<file path="src/rtl/adc_port_pkg.sv">
package adc_port_pkg;
  typedef enum logic [1:0] {
    PWR_ACTIVE = 2'b00,
    PWR_NAP    = 2'b01,
    PWR_SLEEP  = 2'b10
  } pwr_e;
endpackage

</file>
<file path="src/rtl/adc_pin_sync.sv">
module adc_pin_sync #(
  parameter int STAGES = 2
) (
  input  logic clk,
  input  logic rst_n,
  input  logic pin_async,
  output logic rise
);
  logic [STAGES-1:0] chain;
  logic              prev;

  genvar g;
  generate
    for (g = 0; g < STAGES; g++) begin : g_stage
      if (g == 0) begin : g_first
        always_ff @(posedge clk or negedge rst_n) begin
          if (!rst_n) chain[0] <= 1'b0;
          else        chain[0] <= pin_async;
        end
      end else begin : g_next
        always_ff @(posedge clk or negedge rst_n) begin
          if (!rst_n) chain[g] <= 1'b0;
          else        chain[g] <= chain[g-1];
        end
      end
    end
  endgenerate

  always_ff @(posedge clk or negedge rst_n) begin
    if (!rst_n) prev <= 1'b0;
    else        prev <= chain[STAGES-1];
  end

  assign rise = chain[STAGES-1] & ~prev;
endmodule

</file>
<file path="src/rtl/adc_power_fsm.sv">
module adc_power_fsm
  import adc_port_pkg::*;
#(
  parameter int NAP_EDGES   = 2,
  parameter int SLEEP_EDGES = 4
) (
  input  logic clk,
  input  logic rst_n,
  input  logic start_rise,
  input  logic shift_rise,
  output pwr_e state,
  output logic lp_enter
);
  localparam int CNT_W = $clog2(SLEEP_EDGES + 1);

  logic [CNT_W-1:0] idle_cnt;
  logic [CNT_W-1:0] cnt_inc;

  always_comb begin
    if (idle_cnt == CNT_W'(SLEEP_EDGES)) cnt_inc = idle_cnt;
    else                                 cnt_inc = idle_cnt + CNT_W'(1);
    lp_enter = start_rise & ~shift_rise & (cnt_inc >= CNT_W'(NAP_EDGES));
  end

  always_ff @(posedge clk or negedge rst_n) begin
    if (!rst_n) begin
      idle_cnt <= '0;
      state    <= PWR_ACTIVE;
    end else if (shift_rise) begin
      idle_cnt <= start_rise ? CNT_W'(1) : '0;
      state    <= PWR_ACTIVE;
    end else if (start_rise) begin
      idle_cnt <= cnt_inc;
      if (cnt_inc >= CNT_W'(SLEEP_EDGES))    state <= PWR_SLEEP;
      else if (cnt_inc >= CNT_W'(NAP_EDGES)) state <= PWR_NAP;
    end
  end
endmodule

</file>
<file path="src/rtl/adc_conv_ctrl.sv">
module adc_conv_ctrl #(
  parameter int DATA_W     = 14,
  parameter int LOCK_EDGES = 16,
  parameter int LEAD_EDGES = 2
) (
  input  logic              clk,
  input  logic              rst_n,
  input  logic              start_rise,
  input  logic              shift_rise,
  input  logic              active,
  input  logic              abort,
  input  logic [DATA_W-1:0] sample,
  output logic              busy,
  output logic              sdo
);
  localparam int EC_W  = $clog2(LOCK_EDGES + 1);
  localparam int FIRST = LEAD_EDGES + 1;
  localparam int LAST  = LEAD_EDGES + DATA_W;

  logic [EC_W-1:0]   edge_cnt;
  logic [EC_W-1:0]   nxt_cnt;
  logic [DATA_W-1:0] shreg;
  logic              start;
  logic              in_window;

  always_comb begin
    nxt_cnt   = edge_cnt + EC_W'(1);
    start     = start_rise & ~busy & active & ~abort;
    in_window = (nxt_cnt >= EC_W'(FIRST)) && (nxt_cnt <= EC_W'(LAST));
  end

  always_ff @(posedge clk or negedge rst_n) begin
    if (!rst_n) begin
      busy     <= 1'b0;
      sdo      <= 1'b0;
      edge_cnt <= '0;
      shreg    <= '0;
    end else if (abort) begin
      busy     <= 1'b0;
      sdo      <= 1'b0;
      edge_cnt <= '0;
    end else if (start) begin
      busy     <= 1'b1;
      sdo      <= 1'b0;
      edge_cnt <= '0;
      shreg    <= sample;
    end else if (shift_rise) begin
      if (busy) begin
        edge_cnt <= nxt_cnt;
        if (in_window) begin
          sdo   <= shreg[DATA_W-1];
          shreg <= {shreg[DATA_W-2:0], 1'b0};
        end else begin
          sdo <= 1'b0;
        end
        if (nxt_cnt == EC_W'(LOCK_EDGES)) busy <= 1'b0;
      end else begin
        sdo <= 1'b0;
      end
    end
  end
endmodule

</file>
<file path="src/rtl/adc_serial_port.sv">
module adc_serial_port
  import adc_port_pkg::*;
#(
  parameter int DATA_W      = 14,
  parameter int SYNC_STAGES = 2,
  parameter int LOCK_EDGES  = 16,
  parameter int LEAD_EDGES  = 2,
  parameter int NAP_EDGES   = 2,
  parameter int SLEEP_EDGES = 4
) (
  input  logic              clk,
  input  logic              rst_n,
  input  logic              start_pin,
  input  logic              shift_clk,
  input  logic [DATA_W-1:0] sample_word,
  output logic              serial_out,
  output logic [1:0]        pwr_state,
  output logic              conv_busy
);
  logic start_rise;
  logic shift_rise;
  logic lp_enter;
  pwr_e pstate;

  adc_pin_sync #(.STAGES(SYNC_STAGES)) u_start_sync (
    .clk(clk), .rst_n(rst_n), .pin_async(start_pin), .rise(start_rise)
  );

  adc_pin_sync #(.STAGES(SYNC_STAGES)) u_shift_sync (
    .clk(clk), .rst_n(rst_n), .pin_async(shift_clk), .rise(shift_rise)
  );

  adc_power_fsm #(.NAP_EDGES(NAP_EDGES), .SLEEP_EDGES(SLEEP_EDGES)) u_power (
    .clk(clk), .rst_n(rst_n), .start_rise(start_rise), .shift_rise(shift_rise),
    .state(pstate), .lp_enter(lp_enter)
  );

  adc_conv_ctrl #(.DATA_W(DATA_W), .LOCK_EDGES(LOCK_EDGES),
                  .LEAD_EDGES(LEAD_EDGES)) u_conv (
    .clk(clk), .rst_n(rst_n), .start_rise(start_rise), .shift_rise(shift_rise),
    .active(pstate == PWR_ACTIVE), .abort(lp_enter), .sample(sample_word),
    .busy(conv_busy), .sdo(serial_out)
  );

  assign pwr_state = pstate;
endmodule

</file>
<file path="config.mk">
export PLATFORM = sky130hd
export DESIGN_NAME = adc_serial_port
export DESIGN_NICKNAME = d
export VERILOG_FILES = /design/src/rtl/adc_port_pkg.sv /design/src/rtl/adc_pin_sync.sv /design/src/rtl/adc_power_fsm.sv /design/src/rtl/adc_conv_ctrl.sv /design/src/rtl/adc_serial_port.sv
export SDC_FILE = /design/constraint.sdc
export NUM_CORES = 1
export LEC_CHECK = 0
export ABC_AREA = 1
export BUFFER_PORTS_ARGS = -buffer_cell sky130_fd_sc_hd__buf_4
export CAP_MARGIN = 10
export CORE_AREA = 2 2 60 62
export DETAILED_ROUTE_END_ITERATION = 7
export DIE_AREA = 0 0 62 64
export PLACE_DENSITY = 0.86
export REMOVE_ABC_BUFFERS = 1
export SETUP_SLACK_MARGIN = 0.5
export SYNTH_ARGS = -nofsm -noshare
export SYNTH_HDL_FRONTEND = slang
export SYNTH_HIERARCHICAL = 1
export SYNTH_SLANG_ARGS = --single-unit
</file>
<file path="constraint.sdc">
create_clock -name clk -period 2.35 [get_ports clk]
set_input_delay 0.1175 -clock clk [delete_from_list [all_inputs] [get_ports clk]]
set_output_delay 0.1175 -clock clk [all_outputs]
set_load 0.05 [all_outputs]
</file>
; Word-level counts from Yosys, hierarchy flattened
; Index checks and enable logic that the tools add are counted.
[word_totals]
wordCells = 70
reg_bits = 32
input_bits = 18
output_inout_bits = 4
[classes]
n_addsub = 2
n_reduce_logical = 12
order_cmp = 4
bitwise_logic = 12
n_eq_ne = 2
muxes = 26
[op_table]
columns = op, count
row1 = 14-bit 2-to-1 mux, 4
row2 = 5-bit 2-to-1 mux, 4
row3 = 1-bit 2-to-1 mux, 11
row4 = 3-bit 2-to-1 mux, 3
row5 = 3-bit nonzero test, 3
row6 = 2-bit 2-to-1 mux, 4
row7 = 2-bit nonzero test, 4
row8 = 1-bit AND, 7
row9 = "5-bit by 1-bit adder with 5-bit output, second input constant", 1
row10 = "5-bit == test, second input constant", 1
row11 = "5-bit by 2-bit >= comparator with 1-bit output, second input constant", 1
row12 = "5-bit less-or-equal comparator, second input constant", 1
row13 = 1-bit NOT, 5
row14 = 2-bit AND reduction, 2
row15 = 4-bit AND reduction, 1
row16 = "3-bit by 1-bit adder with 3-bit output, second input constant", 1
row17 = "3-bit == test, second input constant", 1
row18 = "3-bit by 2-bit >= comparator with 1-bit output, second input constant", 1
row19 = "3-bit >= comparator, second input constant", 1
row20 = 2-bit logical NOT, 1
row21 = 1-bit logical AND, 1

; Longest topological paths before layout
; Gate-level depths: netlist of run 1.
[logic_depth]
depth_word = 9
mapped_depth = 14
depth_no_buf = 13

; By module
; Netlist of run 1, hierarchy kept.
[by_module_without_submodules]
columns = module, area_per_inst_um2, cells_each, instances, seq_area_each_um2
row1 = adc_conv_ctrl, 1363.8, 173, 1, 525.5
row2 = adc_power_fsm, 277.8, 34, 1, 125.1
row3 = adc_pin_sync, 85.1, 5, 2, 75.1
row4 = adc_serial_port, 3.8, 1, 1, 0.0

; Least setup slack after synthesis of run 1
; No wires, ideal clock.
[synth_timing]
path_type = register to register
start = register u_power.idle_cnt[0]
end = register u_conv.shreg[10]
arrival_ns = 1.762
period_less_slack_ns = 1.828
stages_incl_launch_ff = 13
path_slack_ns = 0.522
path_buffers = 1
required_time_ns = 2.284
setup_ns = 0.066
path_cell_list = dfrtp_1 inv_1 ha_1 inv_1 nand3_1 nand4_1 nand2_1 inv_2 nand4_4 nand2_1 clkbuf_1 nand4_1 nand2_1
[synth_between]
elab_chain_cells = 8
elab_cells_between_ends = 12
classes_between = add/sub: 1 / order compare: 1 / eq/ne: 1 / mux: 2 / bitwise: 3 / reduce/logical: 4
[synth_rtl]
columns = item, line
row1 = start: declaration, adc_power_fsm.sv:16  ; logic [CNT_W-1:0] idle_cnt;
row2 = start signal: assignment, adc_power_fsm.sv:30  ; idle_cnt <= start_rise ? CNT_W'(1) : '0;
row3 = start signal: assignment, adc_power_fsm.sv:33  ; idle_cnt <= cnt_inc;
row4 = 3-bit by 1-bit adder with 3-bit output / 3-bit == test (equally long branches), "adc_power_fsm.sv:21, adc_power_fsm.sv:20"
row5 = 3-bit 2-to-1 mux *, adc_power_fsm.sv:20  ; if (idle_cnt == CNT_W'(SLEEP_EDGES)) cnt_inc = idle_cnt;
row6 = 3-bit by 2-bit >= comparator with 1-bit output *, adc_power_fsm.sv:22  ; lp_enter = start_rise & ~shift_rise & (cnt_inc >= CNT_W'(NAP_EDGES));
row7 = 1-bit AND *, adc_power_fsm.sv:22
row8 = net lp_enter, adc_serial_port.sv:22  ; logic lp_enter;
row9 = 1-bit NOT (no source line) *, --
row10 = 1-bit AND, adc_conv_ctrl.sv:28  ; start = start_rise & ~busy & active & ~abort;
row11 = 2-bit nonzero test (no source line), --
row12 = 4-bit AND reduction (no source line), --
row13 = end signal: assignment, adc_conv_ctrl.sv:46  ; shreg <= sample;
row14 = end signal: assignment, adc_conv_ctrl.sv:52  ; shreg <= {shreg[DATA_W-2:0], 1'b0};
row15 = end: declaration, adc_conv_ctrl.sv:22  ; logic [DATA_W-1:0] shreg;
; The timed path passes the listed nets; every way through them passes the cells marked *.
; A chain may end at the register's enable or synchronous reset.

; Final worst setup path of run 1
[layout_timing]
start = register u_start_sync.prev
end = register u_conv.shreg[8]
[layout_between]
elab_chain_cells = 8
elab_cells_between_ends = 13
classes_between = mux: 1 / bitwise: 8 / reduce/logical: 4
[layout_rtl]
columns = item, line
row1 = start: declaration, adc_pin_sync.sv:10  ; logic prev;
row2 = start signal: assignment, adc_pin_sync.sv:31  ; else prev <= chain[STAGES-1];
row3 = 1-bit NOT *, adc_pin_sync.sv:34  ; assign rise = chain[STAGES-1] & ~prev;
row4 = 1-bit AND *, adc_pin_sync.sv:34
row5 = net start_rise, adc_serial_port.sv:20  ; logic start_rise;
row6 = 1-bit AND * (2 in a row), adc_power_fsm.sv:22
row7 = net lp_enter, adc_serial_port.sv:22
row8 = 1-bit NOT (no source line) *, --
row9 = 1-bit AND, adc_conv_ctrl.sv:28
row10 = 2-bit nonzero test (no source line), --
row11 = 4-bit AND reduction (no source line), --
; Marked as above.

==> out/metrics.csv, run 1 <==
metric,value,unit
Final Net Count,288,
die area,3970,µm²
worst vdd ir,621,µV
clock-pin transition on the worst setup and hold timing paths,0.11,ns
sequential fraction of design power,0.355,
CP endpoint kind,flip-flop,
via count of the first global-routing pass,1677,
DRC violation total after the first TritonRoute iteration,206,
clock insertion delay at the later pin of the skew report,0.34,ns
number of buffers added by the clock tree synthesis step,5,
post-synthesis instance area,1820,µm²
Detail Route met2 WL,2.68,mm
f_max,0.494,GHz
RSZ-0062 raised after global routing,yes,
startpoint types,flip-flop,
I/O pin count,22,
share of post-route cells with drive strength above 1,0.376,
met3 wire length,409,µm
max incr delay on CP,0.38,ns
wire length of the first global-routing pass,7.20,mm
Tightest Pin Transition,0.413,ns
largest fanout on the critical path,7,
post-synthesis register bit count,32,
area growth from synthesis to final layout,34.9,%
final-report max-slew violation count,0,
switching power,1200,µW
library cell used as clock root buffer,clkbuf_4,
utilization of the core after routing,0.746,
internal power summed over all cells,1460,µW
standard cell area after detailed placement,1980,µm²
area occupied by multi-input gates,958,µm²
most frequent standard cell in the layout excluding fill and tap cells,nand2_1,
estimated wirelength of the detail-placed design,2.37,mm
syn_area_per_cell,8.33,µm²
pin count of the biggest net entering global routing,33,
final antenna diode count,0,
Via-to-Cell Ratio,5.74,
setup TNS after final layout,0,ns
top cell type's share of synthesized area,0.441,
die outline width,62,µm
metal1 wirelength,2.00,mm
type of the worst setup path,reg2reg,
fraction of power spent switching nets,0.451,
endpoint required time on the critical path,2.58,ns
share of the cycle needed by the critical path after routing,0.862,
count of synthesis-stage warnings from yosys,6,
number of hold-slack violations in the final timing report,0,
register cell area after layout,803,µm²
Lkg Pwr,0.00125,µW
hold crit path type,in2reg,
CTS sink count,32,
starting utilization of the core area,0.553,
cells traversed along the worst timing path,nor2_2 -> nand4_1 -> nand2_2 -> inv_2 -> nand4_4 -> buf_6 -> clkinvlp_4 -> nand2_2 -> nand2_1 -> nand4_1 -> nand2_1,
pwr dens,1090,nW/µm²
combined global-route utilization of all metal layers,0.243,
Max Used Layer,met4,
Tmin final,2.02,ns
Die Y,64,µm
Placement Setup Slack,0.267,ns
most area-consuming cells after synthesis,"dfrtp_1 44%, nand2_1 15%, nand3_2 6.6%",
Site Rows,21,
Bufs on Longest Clock Path,2,
CP max stage cell,dfrtp_1,
number of violations of the max-capacitance limit,0,
worst slew margin relative to its limit,0.725,
antenna violation net count after detailed routing,0,
average wire per cell in the routed design,17.1,µm
arrival time of the worst setup path,2.25,ns
weighted congestion reported at the end of routability-driven placement,0.893,
post-route cell area,2450,µm²
overall via count from detail_route,1790,
Worst Clk Skew,0.0101,ns
fraction of power consumed by the clock network,0.160,
count of buffers inserted at the top-level ports,21,
Comb pwr share,0.486,
TritonCTS clock tree,yes,
initial antenna violation count,0,
H-tree level count,2,
number of optimization iterations in the first detailed-route pass,5,
library cells used by synthesis,28,
DRC violation count after routing,0,
share of synthesized area occupied by flip-flops and latches,0.441,
cells after synthesis,218,
total detailed-routing wirelength,5.32,mm
Setup Viol. Count Final,0,
run status,finished clean,
filler instances,231,
most frequent cells in the layout,"67 x nand2_1, 30 x dfrtp_1, 27 x buf_4",
cell accounting for the most synthesized area,dfrtp_1,
area of the core,3280,µm²
Overflow after GRT,0,
worst path setup slack after routing,0.325,ns
-- registers in the layout, indices dropped and copies added, names as in the netlist --
| signal | cells |
|---|---|
| u_conv/edge_cnt | 5 |
| u_shift_sync/chain | 2 |
| u_conv/shreg | 14 |
| u_start_sync/prev | 1 |
| u_conv/busy | 1 |
| u_power/state | 2 |
| u_power/idle_cnt | 3 |
| u_start_sync/chain | 2 |
| u_shift_sync/prev | 1 |
| u_conv/sdo | 1 |
-- final timing paths --
kind	startpoint	to	slack [ns]	depth (start not counted)
min in group asynchronous	rst_n	u_conv/shreg[6]$_DFFE_PN0P_	0.25	2
setup reg to reg	u_start_sync/prev$_DFF_PN0_	u_conv/shreg[8]$_DFFE_PN0P_	0.33	11
hold reg to reg	u_start_sync/chain[0]$_DFF_PN0_	u_start_sync/chain[1]$_DFF_PN0_	0.36	0
max in group asynchronous	rst_n	u_conv/edge_cnt[1]$_DFFE_PN0P_	1.79	2
setup / recovery	u_start_sync/prev$_DFF_PN0_	u_conv/shreg[8]$_DFFE_PN0P_	0.33	11
hold / removal	sample_word[7]	u_conv/shreg[7]$_DFFE_PN0P_	0.12	5
-- through the flow --
step	power, µW	cells	hold slack, ns
2_1_floorplan	1670	209	-0.178
3_5_place_dp	1920	278	0.0806
4_1_cts	2430	303	0.128
6_report	2660	312	0.125
5_1_grt	2830	312	0.144
3_3_place_gp	1890	278	0.0787
-- cells in the mapped netlist --
cell and count:
nand4_4 1, or2_4 1, nand2_1 74, buf_6 3, ha_1 5, a31oi_1 1, nand2_2 5, buf_4 2
a211oi_1 1, a21oi_1 3, inv_2 2, clkbuf_1 2, a21oi_2 2, nor3_1 2, nand3_1 10, nand3_4 1
inv_1 20, nor2_2 3, buf_2 2, dfrtp_1 32, xnor2_2 1, nand4_1 19, or2_2 1, o21ai_0 3
xor2_1 1, nand3_2 12, o21ai_1 2, nor2_1 7
-- what timing repair did --
action / CTS / global route
setup endpoints to repair: 16 / 22
pin swaps: 4 / 14
setup buffers: 10 / 6
gates resized for setup: 14 / 25
gates cloned: 3 / 3
endpoints found under the hold margin: 35 / 0
hold buffers: 4 / 0
-- power by group through the flow --
stage,registers [µW],logic (µW),clock network (µW)
after floorplan,973,695,0
after global placement,926,963,0
after detailed placement,933,990,0
after CTS,925,1080,423
after global routing,961,1410,454
final,943,1290,424
-- cell families after synthesis --
kind of cell             Yosys count  share of synthesized area
AO/OA/AOI/OAI                     12                     0.0393
flip-flops                        32                      0.441
buffers and inverters             31                     0.0820
adder cells (fa/ha/maj)            5                     0.0345
AND/OR/NAND/NOR                  136                      0.389
XOR/XNOR                           2                     0.0138
-- critical path, delay by kind of cell (launching register included) --
family	cells	cell delay [ns]
buf+inv	3	0.42
flops	1	0.38
simple gates	8	1.11
-- area by class of cell --
| cell class | count | area share |
|---|---|---|
| Timing Repair Buffer | 46 | 0.186 |
| Sequential cell | 32 | 0.328 |
| Multi-Input combinational cell | 157 | 0.391 |
| Inverter | 22 | 0.0352 |
| Clock buffer | 5 | 0.0153 |
| Tap cell | 46 | 0.0235 |
| Clock inverter | 3 | 0.0174 |
| Timing Repair inverter | 1 | 0.00306 |
-- metal layers --
metal / global-route usage / vias to the layer above
met5: 0 / -
met3: 0.0688 / 24
met2: 0.392 / 112
li1: - / 811
met1: 0.288 / 843
met4: 0.120 / 0
Power figures use the tool's default switching activity.
==> inputs of run 2 (changes only) <==
Settings changed: CORE_AREA 2 2 60 62 to 2 2 59 61, DIE_AREA 0 0 62 64 to 0 0 61 63, PLACE_DENSITY 0.86 to 0.87, SYNTH_HIERARCHICAL 1 to default.
Clock period 2.35 ns to 2.3 ns, I/O delays scaled along.
==> out/metrics.csv, run 2 <==
metric,value,unit,change
run status,finished clean,,
antenna violation net count after detailed routing,0,,unchanged
leading cell type by number of instances after synthesis,nand2_1,,
starting utilization of the core area,0.552,,about the same
number of optimization iterations in the first detailed-route pass,4,,-1
cells traversed along the worst timing path,inv_2 -> ha_4 -> nand2_2 -> nand2_1 -> nor2_2 -> nand2_2 -> nand2_8 -> buf_12 -> nand2_4 -> nand2_1 -> nand2_1 -> nand2_1 -> nand2_1,,
share of post-route cells with drive strength above 1,0.273,,-0.103
TritonCTS clock tree,yes,,
max incr delay on CP,0.43,ns,+0.05 ns
library cell used as clock root buffer,clkbuf_4,,
Final Net Count,289,,+0.35%
final antenna diode count,0,,unchanged
type of the worst setup path,reg2reg,,
syn_area_per_cell,7.76,µm²,-6.8%
Worst Clk Skew,0.0201,ns,+0.00996 ns
area growth from synthesis to final layout,28.3,%,
pin count of the biggest net entering global routing,33,,unchanged
number of buffers added by the clock tree synthesis step,5,,unchanged
Overflow after GRT,0,,unchanged
worst slew margin relative to its limit,0.734,,+0.00888
I/O pin count,22,,unchanged
f_max,0.583,GHz,+18%
count of buffers inserted at the top-level ports,21,,unchanged
largest fanout on the critical path,7,,unchanged
pwr dens,1130,nW/µm²,+4.0%
DRC violation count after routing,0,,unchanged
Synth Flop Type,dfrtp_1,,
number of hold-slack violations in the final timing report,0,,unchanged
most frequent cells in the layout,"92 x nand2_1, 30 x dfrtp_1, 26 x buf_4",,
Post-synth EDFFs,0,,unchanged
Setup Viol. Count Final,0,,unchanged
area of the core,3230,µm²,-1.6%
arrival time of the worst setup path,1.96,ns,-0.29 ns
cell family contributing the most delay on the critical path,simple AND/OR/NAND/NOR gates,,
crit path from,u_power.idle_cnt[0]$_DFFE_PN0P_,,
top cell type's share of synthesized area,0.448,,+0.00742
most area-consuming cells after synthesis,"dfrtp_1 45%, nand2_1 20%, nand3_1 7.0%",,
initial antenna violation count,0,,unchanged
DRC violation total after the first TritonRoute iteration,75,,-64%
flip-flop count of the largest register after layout,14,,unchanged
number of violations of the max-capacitance limit,0,,unchanged
CTS sink count,32,,unchanged
final-report max-slew violation count,0,,unchanged
share of the cycle needed by the critical path after routing,0.745,,-0.116
total detailed-routing wirelength,3.95,mm,-26%
die area,3840,µm²,-3.2%
clock insertion delay at the later pin of the skew report,0.35,ns,about the same
share of synthesized area occupied by flip-flops and latches,0.448,,+0.00742
wire length of the first global-routing pass,6.04,mm,-16%
Crit Reg-Reg Startpoint,u_power.idle_cnt[0]$_DFFE_PN0P_,,
Post-synth ARST share,1.00,,unchanged
Tmin final,1.71,ns,-0.311 ns
Via-to-Cell Ratio,5.16,,-10%
register ranked first by flip-flop count,u_conv.shreg,,
Lkg Pwr,0.00122,µW,-2.6%
count of synthesis-stage warnings from yosys,0,,-6
average wire per cell in the routed design,12.6,µm,-26%
Tightest Pin Transition,0.400,ns,-0.0133 ns
overall via count from detail_route,1616,,-9.7%
H-tree level count,2,,unchanged
crit-path most repeated cell,nand2_1,,
Final Hold Slack,0.0473,ns,-0.0775 ns
Die Y,63,µm,-1.6%
filler instances,218,,-5.6%
CP endpoint kind,flip-flop,,
most frequent standard cell in the layout excluding fill and tap cells,nand2_1,,
post-synthesis register bit count,32,,unchanged
Site Rows,21,,unchanged
Top Registers,"u_conv.shreg: 14 flops, u_conv.edge_cnt: 5 flops, u_power.idle_cnt: 3 flops",,
worst min-delay path startpoint,sample_word[3],,
cells after synthesis,230,,+5.5%
synth cell count leaders,"93 x nand2_1, 32 x dfrtp_1, 25 x nand3_1",,
hold crit path type,in2reg,,
clock-pin transition on the worst setup and hold timing paths,0.11,ns,about the same
startpoint types,flip-flop,,
estimated wirelength of the detail-placed design,2.37,mm,about the same
via count of the first global-routing pass,1426,,-15%
CP max stage cell,dfrtp_1,,
endpoint required time on the critical path,2.54,ns,-0.04 ns
weighted congestion reported at the end of routability-driven placement,0.865,,-3.2%
RSZ-0062 raised after global routing,yes,,
area occupied by multi-input gates,937,µm²,-2.2%
Worst Path Buf+Inv,2,,-1
cell accounting for the most synthesized area,dfrtp_1,,
setup slack on the worst flop-to-flop path,0.59,ns,+0.26 ns
post-synthesis instance area,1790,µm²,-1.7%
worst vdd ir,727,µV,+17%
library cells used by synthesis,26,,-7.1%
register cell area after layout,803,µm²,unchanged
setup TNS after final layout,0,ns,unchanged
combined global-route utilization of all metal layers,0.209,,-0.0342
Bufs on Longest Clock Path,2,,unchanged
die outline width,61,µm,-1.6%
## run 2: cell count changes in the layout (fill, tap and decap cells not counted), moves of 4 or more
cell     change
nand3_2     -12
nand4_1     -14
nand2_2      -7
nand2_1     +25
nor2_1       -4
nand3_1     +17
buf_6       -11
## run 2: worst reg2reg max path, delay by kind of cell (launching register included)
family                     cells  cell delay, ns
adders and majority gates      1            0.16
buffers and inverters          2            0.19
and+or+nand+nor               10            0.83
DFF                            1            0.43
## run 2: power by group
part           switching [µW]  internal [µW]
clock network             201            288
registers                 144            734
logic                     759            460
## run 2: per-layer routing
metal,up-vias,GRT usage,wire [µm]
li1,799,-,-
met2,41,0.315,1960
met3,4,0.0642,182
met1,772,0.287,1760
met5,-,0,0
met4,0,0.0652,34
## run 2: what timing repair did
item	in CTS	in global routing
hold buffers	4	0
hold endpoints to repair	35	0
pin swaps	0	4
cloned	0	4
setup endpoints to repair	13	19
resized for setup	6	17
buffers inserted	0	7
## run 2: logic make-up after synthesis
kind of cell | count (synthesis) | share of synthesized area
AO/OA/AOI/OAI | 15 | 0.0484
XOR/XNOR | 3 | 0.0147
adder cells (fa/ha/maj) | 5 | 0.0350
buffers and inverters | 33 | 0.0869
flip-flops | 32 | 0.448
AND/OR/NAND/NOR | 142 | 0.366
## run 2: final timing paths
check | to | cells past startpoint
hold / removal | u_conv.shreg[3]$_DFFE_PN0P_ | 5
hold reg to reg | u_start_sync.chain[1]$_DFF_PN0_ | 0
min in group asynchronous | u_power.idle_cnt[1]$_DFFE_PN0P_ | 2
setup reg to reg | u_conv.shreg[12]$_DFFE_PN0P_ | 13
max in group asynchronous | u_conv.edge_cnt[1]$_DFFE_PN0P_ | 2
setup / recovery | u_conv.shreg[12]$_DFFE_PN0P_ | 13
## run 2: final cells by class
| type | instances | area share |
|---|---|---|
| Inverter | 26 | 0.0497 |
| Timing Repair Buffer | 32 | 0.120 |
| Multi-Input combinational cell | 168 | 0.409 |
| Sequential cell | 32 | 0.351 |
| Tap cell | 46 | 0.0251 |
| Clock buffer | 7 | 0.0284 |
| Clock inverter | 1 | 0.0131 |
| Timing Repair inverter | 1 | 0.00382 |
## run 2: stage by stage
step	cells	util	total power (µW)	setup slack (ns)	area, µm²
after global routing	313	0.709	2760	0.473	2290
final	313	0.709	2590	0.586	2290
after detailed placement	290	0.601	1850	0.428	1940
after global placement	290	0.601	1820	0.483	1940
after CTS	302	0.649	2360	0.519	2100
after floorplan	223	-	1610	0.574	1730
